**src/rtl/dsa_pkg.sv**
```systemverilog
package dsa_pkg;
  localparam int unsigned DEF_LANE_W = 16;
  localparam int unsigned DEF_LANES  = 2;
  localparam int unsigned DEF_TAG_W  = 7;

  // Control sideband carried through the first pipeline stage.
  typedef struct packed {
    logic valid;  // issue present
    logic wr_ok;  // predicate allows writeback
    logic a_nz;   // first operand was nonzero
  } dsa_ctl_t;
endpackage

```
**src/rtl/dsa_stage.sv**
```systemverilog
// Generic pipeline register with synchronous clear.
module dsa_stage #(
  parameter int unsigned W = 8
) (
  input  logic         clk,
  input  logic         rst,
  input  logic [W-1:0] d,
  output logic [W-1:0] q
);
  always_ff @(posedge clk) begin
    if (rst) q <= '0;
    else     q <= d;
  end
endmodule

```
**src/rtl/dsa_abs_lane.sv**
```systemverilog
// Saturating absolute value of one signed lane.
module dsa_abs_lane #(
  parameter int unsigned W = 16
) (
  input  logic [W-1:0] x,
  output logic [W-1:0] y
);
  localparam logic [W-1:0] MOST_NEG = {1'b1, {(W-1){1'b0}}};
  localparam logic [W-1:0] MOST_POS = {1'b0, {(W-1){1'b1}}};

  logic [W-1:0] negated;

  always_comb begin
    negated = (~x) + 1'b1;
    if (x == MOST_NEG)   y = MOST_POS;
    else if (x[W-1])     y = negated;
    else                 y = x;
  end
endmodule

```
**src/rtl/dual_sat_abs.sv**
```systemverilog
module dual_sat_abs
  import dsa_pkg::*;
#(
  parameter int unsigned LANE_W = DEF_LANE_W,
  parameter int unsigned LANES  = DEF_LANES,
  parameter int unsigned TAG_W  = DEF_TAG_W
) (
  input  logic                     clk,
  input  logic                     rst,
  input  logic                     iss_valid,
  input  logic [LANE_W*LANES-1:0]  iss_src_a,
  input  logic [LANE_W*LANES-1:0]  iss_src_b,
  input  logic                     iss_guarded,
  input  logic                     iss_guard_lsb,
  input  logic [TAG_W-1:0]         iss_tag,
  output logic [LANE_W*LANES-1:0]  res_data,
  output logic                     res_wen,
  output logic [TAG_W-1:0]         res_tag,
  output logic                     res_a_nonzero
);
  localparam int unsigned DW  = LANE_W * LANES;
  localparam int unsigned CW  = $bits(dsa_ctl_t);
  localparam int unsigned S1W = CW + TAG_W + DW;
  localparam int unsigned S2W = 2 + TAG_W + DW;

  // ---------------- stage 1: capture the issue ----------------
  dsa_ctl_t         ctl_in, ctl_s1;
  logic [TAG_W-1:0] tag_s1;
  logic [DW-1:0]    src_s1;
  logic [S1W-1:0]   s1_d, s1_q;

  always_comb begin
    ctl_in.valid = iss_valid;
    ctl_in.wr_ok = ~iss_guarded | iss_guard_lsb;  // unguarded acts as guard=1
    ctl_in.a_nz  = |iss_src_a;
    s1_d = {ctl_in, iss_tag, iss_src_b};
  end

  dsa_stage #(.W(S1W)) u_stage1 (
    .clk (clk),
    .rst (rst),
    .d   (s1_d),
    .q   (s1_q)
  );

  assign {ctl_s1, tag_s1, src_s1} = s1_q;

  // ---------------- lane datapath ----------------
  logic [DW-1:0] lane_res;

  for (genvar g = 0; g < LANES; g++) begin : g_lane
    dsa_abs_lane #(.W(LANE_W)) u_lane (
      .x (src_s1[g*LANE_W +: LANE_W]),
      .y (lane_res[g*LANE_W +: LANE_W])
    );
  end

  // ---------------- stage 2: result ----------------
  logic [S2W-1:0] s2_d, s2_q;

  assign s2_d = {ctl_s1.valid & ctl_s1.wr_ok,
                 ctl_s1.valid & ctl_s1.a_nz,
                 tag_s1, lane_res};

  dsa_stage #(.W(S2W)) u_stage2 (
    .clk (clk),
    .rst (rst),
    .d   (s2_d),
    .q   (s2_q)
  );

  assign {res_wen, res_a_nonzero, res_tag, res_data} = s2_q;
endmodule

```
**config.mk**
```make
export PLATFORM = sky130hd
export DESIGN_NAME = dual_sat_abs
export DESIGN_NICKNAME = d
export VERILOG_FILES = /design/src/rtl/dsa_pkg.sv /design/src/rtl/dsa_stage.sv /design/src/rtl/dsa_abs_lane.sv /design/src/rtl/dual_sat_abs.sv
export SDC_FILE = /design/constraint.sdc
export NUM_CORES = 1
export LEC_CHECK = 0
export ABC_AREA = 1
export CAP_MARGIN = 15
export CORE_UTILIZATION = 30
export DETAILED_ROUTE_END_ITERATION = 10
export PLACE_DENSITY_LB_ADDON = 0.2
export SETUP_SLACK_MARGIN = 0.05
export SYNTH_ARGS = -nofsm -noshare
export SYNTH_HDL_FRONTEND = slang
export SYNTH_SLANG_ARGS = --single-unit
```
**constraint.sdc**
```tcl
create_clock -name clk -period 2.25 [get_ports clk]
set_input_delay 0.5625 -clock clk [delete_from_list [all_inputs] [get_ports clk]]
set_output_delay 0.5625 -clock clk [all_outputs]
set_load 0.01 [all_outputs]
```
==> results_dict.tcl, run 1 <==
set metrics [dict create \
    status "completed" \
    worst_ir_drop_vdd_v 0.0002763 \
    critPathLaunchType "flop" \
    cp_max_fo 1 \
    dp.cells 694 \
    cts_tree "built" \
    ys_seq_area_share_pct 50.11 \
    register_area_mm2 0.001662 \
    max_stage_delay_ns 0.54 \
    numPortBuffers 116 \
    ys_ff_latch 83 \
    vias 2981 \
    maxCapViolCount 0 \
    arrival_ns 1.22 \
    p_sw_share_pct 24.31 \
    synthArstFlopShare_pct 0 \
    wire_per_inst_um 10.16 \
    dr.pass1.iters 5 \
    final_common_cell "clkdlybuf4s50_1" \
    path_buf_inv 1 \
    p_comb_share_pct 15.3 \
    drive_above_1_share_pct 6.842 \
    rr_startpoint "u_stage1.q[16]" \
    p_seq_share_pct 49.2 \
    start_util_pct 30.72 \
    p_leak_nw 2.286 \
    core_mm2 0.01079 \
    crit_type "reg2out" \
    post_cts_buffers 0 \
    grt_max_degree 70 \
    synth_edf_count 0 \
    multi_input_area_mm2 0.001259 \
    antenna_cells 0 \
    die_x_um 107.1 \
    clockBufferDepth 2 \
    grtUsageMet3_pct 4.012 \
    layout_common_cells "clkdlybuf4s50_1, nor2_1, inv_1, dfxtp_1, nand2_1" \
    crit_path_start "u_stage2.q[8]" \
    p_int_w 0.002445 \
    grt_busiest_layer "met2" \
    place_hpwl_um 5553 \
    syn_nets 525 \
    htree_levels 3 \
    drt_iter0_markers 61 \
    die_area_mm2 0.01148 \
    globalplace.congestion 0.8057 \
    whs_ns 0.3970 \
    row_count 38 \
    setup-tns-final_ns 0 \
    r2r_setup_slack_ns 0.74 \
    layout.cells.non_filler 710 \
    routed_via_density 4.199 \
    use_met2_pct 25.39 \
    powerDensity_mw_per_mm2 666.3 \
    crit_required_ns 1.69 \
    rsz0062_at_grt "false" \
    synth_cell_types 30 \
    max_slew_margin_pct 71.16 \
    nFillCells 1112 \
    hp-class "reg2reg" \
    gr-total-overflow 0 \
    die_h_um 107.1 \
    grt_pass1_wl_um 12340 \
    ys_warn_count 0 \
    grt.total_usage_pct 13.80 \
    min_period_ns 1.786 \
    cts-root-buf "clkbuf_8" \
    p_sw_w 0.0007853 \
    wirelength_um 7213 \
    cp_cell_sequence "clkdlybuf4s50_1" \
    syn_avg_cell_area_um2 7.418 \
    hold_start "u_stage1.q[35]" \
    yosys_most_used_dff "dfxtp_1" \
    critPathCaptureType "output pin" \
    hold_viol 0 \
    max_freq_mhz 560.0 \
    worst_slew_pin_slew_ns 0.4322 \
    synth_cells 447 \
    clkPwrFrac_pct 35.5 \
    cts_sinks 83 \
    final_nets 643 \
    cts_resized 0 \
    area_growth_pct 46.23 \
    ant_nets 0 \
    synthesis.area_mm2 0.003316 \
    cts.clk_slew.worst_paths_ns 0.08 \
    antenna_found_initial 0 \
    cts_buffers 9 \
    period_share_pct 79.37 \
    critPathTopFamily "buffers and inverters" \
    clock_skew_ns 0.007183 \
    insertion_delay_ns 0.35 \
    drc 0 \
    report.final.slew_viol_count 0 \
    grt_pass1_vias 2862 \
    use_met1_pct 14.36 \
    finalSetupViolCount 0 \
    cts-hold-fix-buffers 0 \
    io-pin-count 117 \
    slowest_stage "clkdlybuf4s50_1" \
]
[worst paths after layout]
| path | to | cells past startpoint |
|---|---|---|
| hold / removal | u_stage2.q[35] | 2 |
| setup reg to reg | u_stage2.q[23] | 8 |
| hold reg to reg | u_stage2.q[35] | 2 |
| setup / recovery | res_data[8] | 1 |
[final cells by class]
class | instances | share of cell area [%]
Clock buffer | 9 | 2.555
Clock inverter | 7 | 1.910
Inverter | 92 | 7.123
Multi-Input combinational cell | 260 | 25.96
Sequential cell | 83 | 34.27
Tap cell | 140 | 3.613
Timing Repair Buffer | 119 | 24.57
[power groups by stage]
| stage | sequential [W] | clock (W) | combinational [W] |
|---|---|---|---|
| floorplan | 0.00164 | 0 | 0.000224 |
| global placement | 0.00162 | 0 | 0.000494 |
| detailed placement | 0.00162 | 0 | 0.000500 |
| CTS | 0.00159 | 0.00120 | 0.000502 |
| global route | 0.00160 | 0.00127 | 0.000554 |
| finish | 0.00159 | 0.00115 | 0.000494 |
[synth_stat cells (5+ instances only)]
master | number | area, um^2
nor2_1 | 93 | 349.1
inv_1 | 89 | 334.1
dfxtp_1 | 83 | 1662
nand2_1 | 62 | 232.7
nand3_1 | 30 | 150.1
o21ai_0 | 16 | 80.08
a21oi_1 | 15 | 75.07
clkbuf_1 | 7 | 26.28
nor3_1 | 6 | 30.03
a31oi_1 | 5 | 31.28
[cell families after synthesis]
logic type	synth area share, %
AND/OR/NAND/NOR	29.96
buffers and inverters	11.92
XOR/XNOR	0.5284
AO/OA/AOI/OAI	6.717
flip-flops	50.11
adder cells (fa/ha/maj)	0.7546
[metrics by stage]
step | util (%) | instance area [um^2] | total power, W | worst slack (ns)
global route | 44.92 | 4848 | 0.003424 | 0.3955
detailed placement | 42.92 | 4632 | 0.002125 | 0.6259
finish | 44.92 | 4848 | 0.003230 | 0.4642
global placement | 42.92 | 4632 | 0.002118 | 0.6320
CTS | 44.92 | 4848 | 0.003296 | 0.4232
floorplan | - | 3316 | 0.001861 | 0.9119
[per-layer routing]
metal	part of all wire, %	vias up
met2	51	74
met3	4.9	9
met1	42	1305
li1	-	1593
met5	0	-
met4	1.7	0
[flip-flops by register name, indices dropped and copies added, names as in the netlist]
name        flops
u_stage1.q     42
u_stage2.q     41
Note: power is estimated with default switching activity, not from simulation.
==> inputs of run 2 (changes only) <==
==> constraint.sdc (replaced) <==
create_clock -name clk -period 1.6 [get_ports clk]
set_input_delay 0.4 -clock clk [delete_from_list [all_inputs] [get_ports clk]]
set_output_delay 0.4 -clock clk [all_outputs]
set_load 0.01 [all_outputs]
==> run 2 against run 1 <==
Effect of this change: hold slack better by 0.0059 ns; non-clock buffer count rose by 4; critical path depth is 8 higher; design area is 0.72% lower; clock skew about the same; register-to-register slack lost 0.55 ns; via count is 0.37% higher.
==> results_dict.tcl, run 2 (synthesis results as in run 1) <==
set metrics [dict create \
    status "completed" \
    p_leak_nw 2.440 \
    row_count 38 \
    cts-root-buf "clkbuf_8" \
    arrival_ns 1.71 \
    grt.total_usage_pct 13.84 \
    top_regs "u_stage1.q x42, u_stage2.q x41" \
    hp-class "reg2reg" \
    maxCapViolCount 0 \
    vias 2992 \
    r2r_setup_slack_ns 0.19 \
    finalSetupViolCount 0 \
    dr.pass1.iters 4 \
    insertion_delay_ns 0.35 \
    cts_tree "built" \
    worst_ir_drop_vdd_v 0.0003013 \
    postPlaceCellArea_mm2 0.004647 \
    reg2reg_to "u_stage2.q[30]" \
    drt_iter0_markers 72 \
    die_area_mm2 0.01148 \
    regMostFlops "u_stage1.q" \
    r2r_cells 9 \
    clockBufferDepth 2 \
    hold_viol 0 \
    crit_path_start "u_stage1.q[16]" \
    max_slew_margin_pct 70.71 \
    wirelength_um 7595 \
    max_freq_mhz 706.9 \
    cts-hold-fix-buffers 0 \
    cp_max_fo 6 \
    ant_nets 0 \
    io-pin-count 117 \
    dp.cells 696 \
    place_hpwl_um 5824 \
    powerDensity_mw_per_mm2 872.6 \
    dp_worst_setup_slack_ns 0.1270 \
    worst_slew_pin_slew_ns 0.4389 \
    gr-total-overflow 0 \
    wire_per_inst_um 10.65 \
    antenna_cells 0 \
    antenna_found_initial 0 \
    largest_reg_flops 42 \
    final_nets 647 \
    period_share_pct 88.42 \
    cts_buffers 9 \
    whs_ns 0.4029 \
    drive_above_1_share_pct 7.504 \
    setup_ws_ns 0.1853 \
    fin_area_mm2 0.004813 \
    rr_startpoint "u_stage1.q[16]" \
    crit_required_ns 1.90 \
    start_util_pct 30.72 \
    grt_pass1_vias 2748 \
    grt_max_degree 50 \
    crit_type "reg2reg" \
    area_growth_pct 45.17 \
    crit_end "u_stage2.q[30]" \
    clock_skew_ns 0.007289 \
    core_mm2 0.01079 \
    die_h_um 107.1 \
    cts.clk_slew.worst_paths_ns 0.08 \
    numPortBuffers 116 \
    layout.cells.non_filler 713 \
    critPathLaunchType "flop" \
    rsz0062_at_grt "false" \
    globalplace.congestion 0.7775 \
    report.final.slew_viol_count 0 \
    routed_via_density 4.196 \
    die_x_um 107.1 \
    min_period_ns 1.415 \
    htree_levels 3 \
    final_common_cell "nor2_1" \
    critPathCaptureType "flop" \
    grt_pass1_wl_um 12250 \
    layout_common_cells "nor2_1, inv_1, dfxtp_1, clkdlybuf4s50_1, nand2_1" \
    drc 0 \
    cts_sinks 83 \
    nFillCells 1126 \
    setup-tns-final_ns 0 \
]
run 2: cell types whose count changed in the layout (fill, tap and decap cells not counted), sizes merged:
cell,before,now
dlygate4sd2,0,41
clkinv,5,3
clkbuf,9,12
buf,4,8
clkdlybuf4s50,115,74
bufinv,2,0
run 2: cell type report:
| cell class | count | area [um^2] | share of cell area [%] |
|---|---|---|---|
| Sequential cell | 83 | 1662 | 34.52 |
| Multi-Input combinational cell | 260 | 1301 | 27.03 |
| Timing Repair Buffer | 123 | 1170 | 24.30 |
| Inverter | 92 | 345.3 | 7.174 |
| Tap cell | 140 | 175.2 | 3.639 |
| Clock buffer | 12 | 145.1 | 3.015 |
| Clock inverter | 3 | 15.01 | 0.3119 |
run 2: per-stage QoR:
| step | util (%) | total power [W] |
|---|---|---|
| floorplan | - | 0.002617 |
| global placement | 43.06 | 0.002988 |
| detailed placement | 43.06 | 0.002997 |
| CTS | 44.06 | 0.004243 |
| global route | 44.60 | 0.004446 |
| finish | 44.60 | 0.004200 |
run 2: where the power goes:
group	total [W]	leakage (nW)	internal [W]	switching (W)
Combinational	0.000686	1.67	0.000356	0.000329
Sequential	0.00223	0.688	0.00218	0.0000513
Clock	0.00128	0.0860	0.000591	0.000692
run 2: worst min path at each step:
| stage | start | end | slack (ns) | cells past startpoint |
|---|---|---|---|---|
| after global routing | u_stage1.q[37] | u_stage2.q[37] | 0.42 | 2 |
| after floorplan | u_stage1.q[32] | u_stage2.q[32] | 0.39 | 2 |
| after CTS | u_stage1.q[37] | u_stage2.q[37] | 0.41 | 2 |
| final | u_stage1.q[37] | u_stage2.q[37] | 0.40 | 2 |
| after global placement | u_stage1.q[33] | u_stage2.q[33] | 0.39 | 2 |
| after detailed placement | u_stage1.q[37] | u_stage2.q[37] | 0.40 | 2 |
run 2: routing by layer:
| metal | track usage [%] | vias to the layer above | wire length (um) |
|---|---|---|---|
| met3 | 3.404 | 11 | 371 |
| met1 | 15.21 | 1309 | 3271 |
| met2 | 24.93 | 71 | 3839 |
| met5 | 0 | - | 0 |
| met4 | 6.360 | 0 | 113 |
| li1 | - | 1601 | - |
run 2: repair_timing:
| action | CTS | global route |
|---|---|---|
| gates resized for setup | 41 | 7 |
| buffers inserted | 0 | 2 |
| hold endpoints to repair | 0 | 0 |
| endpoints found under the setup margin | 41 | 17 |
| pin swaps | 0 | 1 |
run 2: worst max-delay path: stages (launching register included):
cell,delay (ns)
dfxtp_1,0.30
inv_1,0.12
ha_4,0.18
nand3_4,0.10
nor2_4,0.15
buf_4,0.14
nand4_4,0.12
nand3_1,0.13
nand2_1,0.05
inv_1,0.06
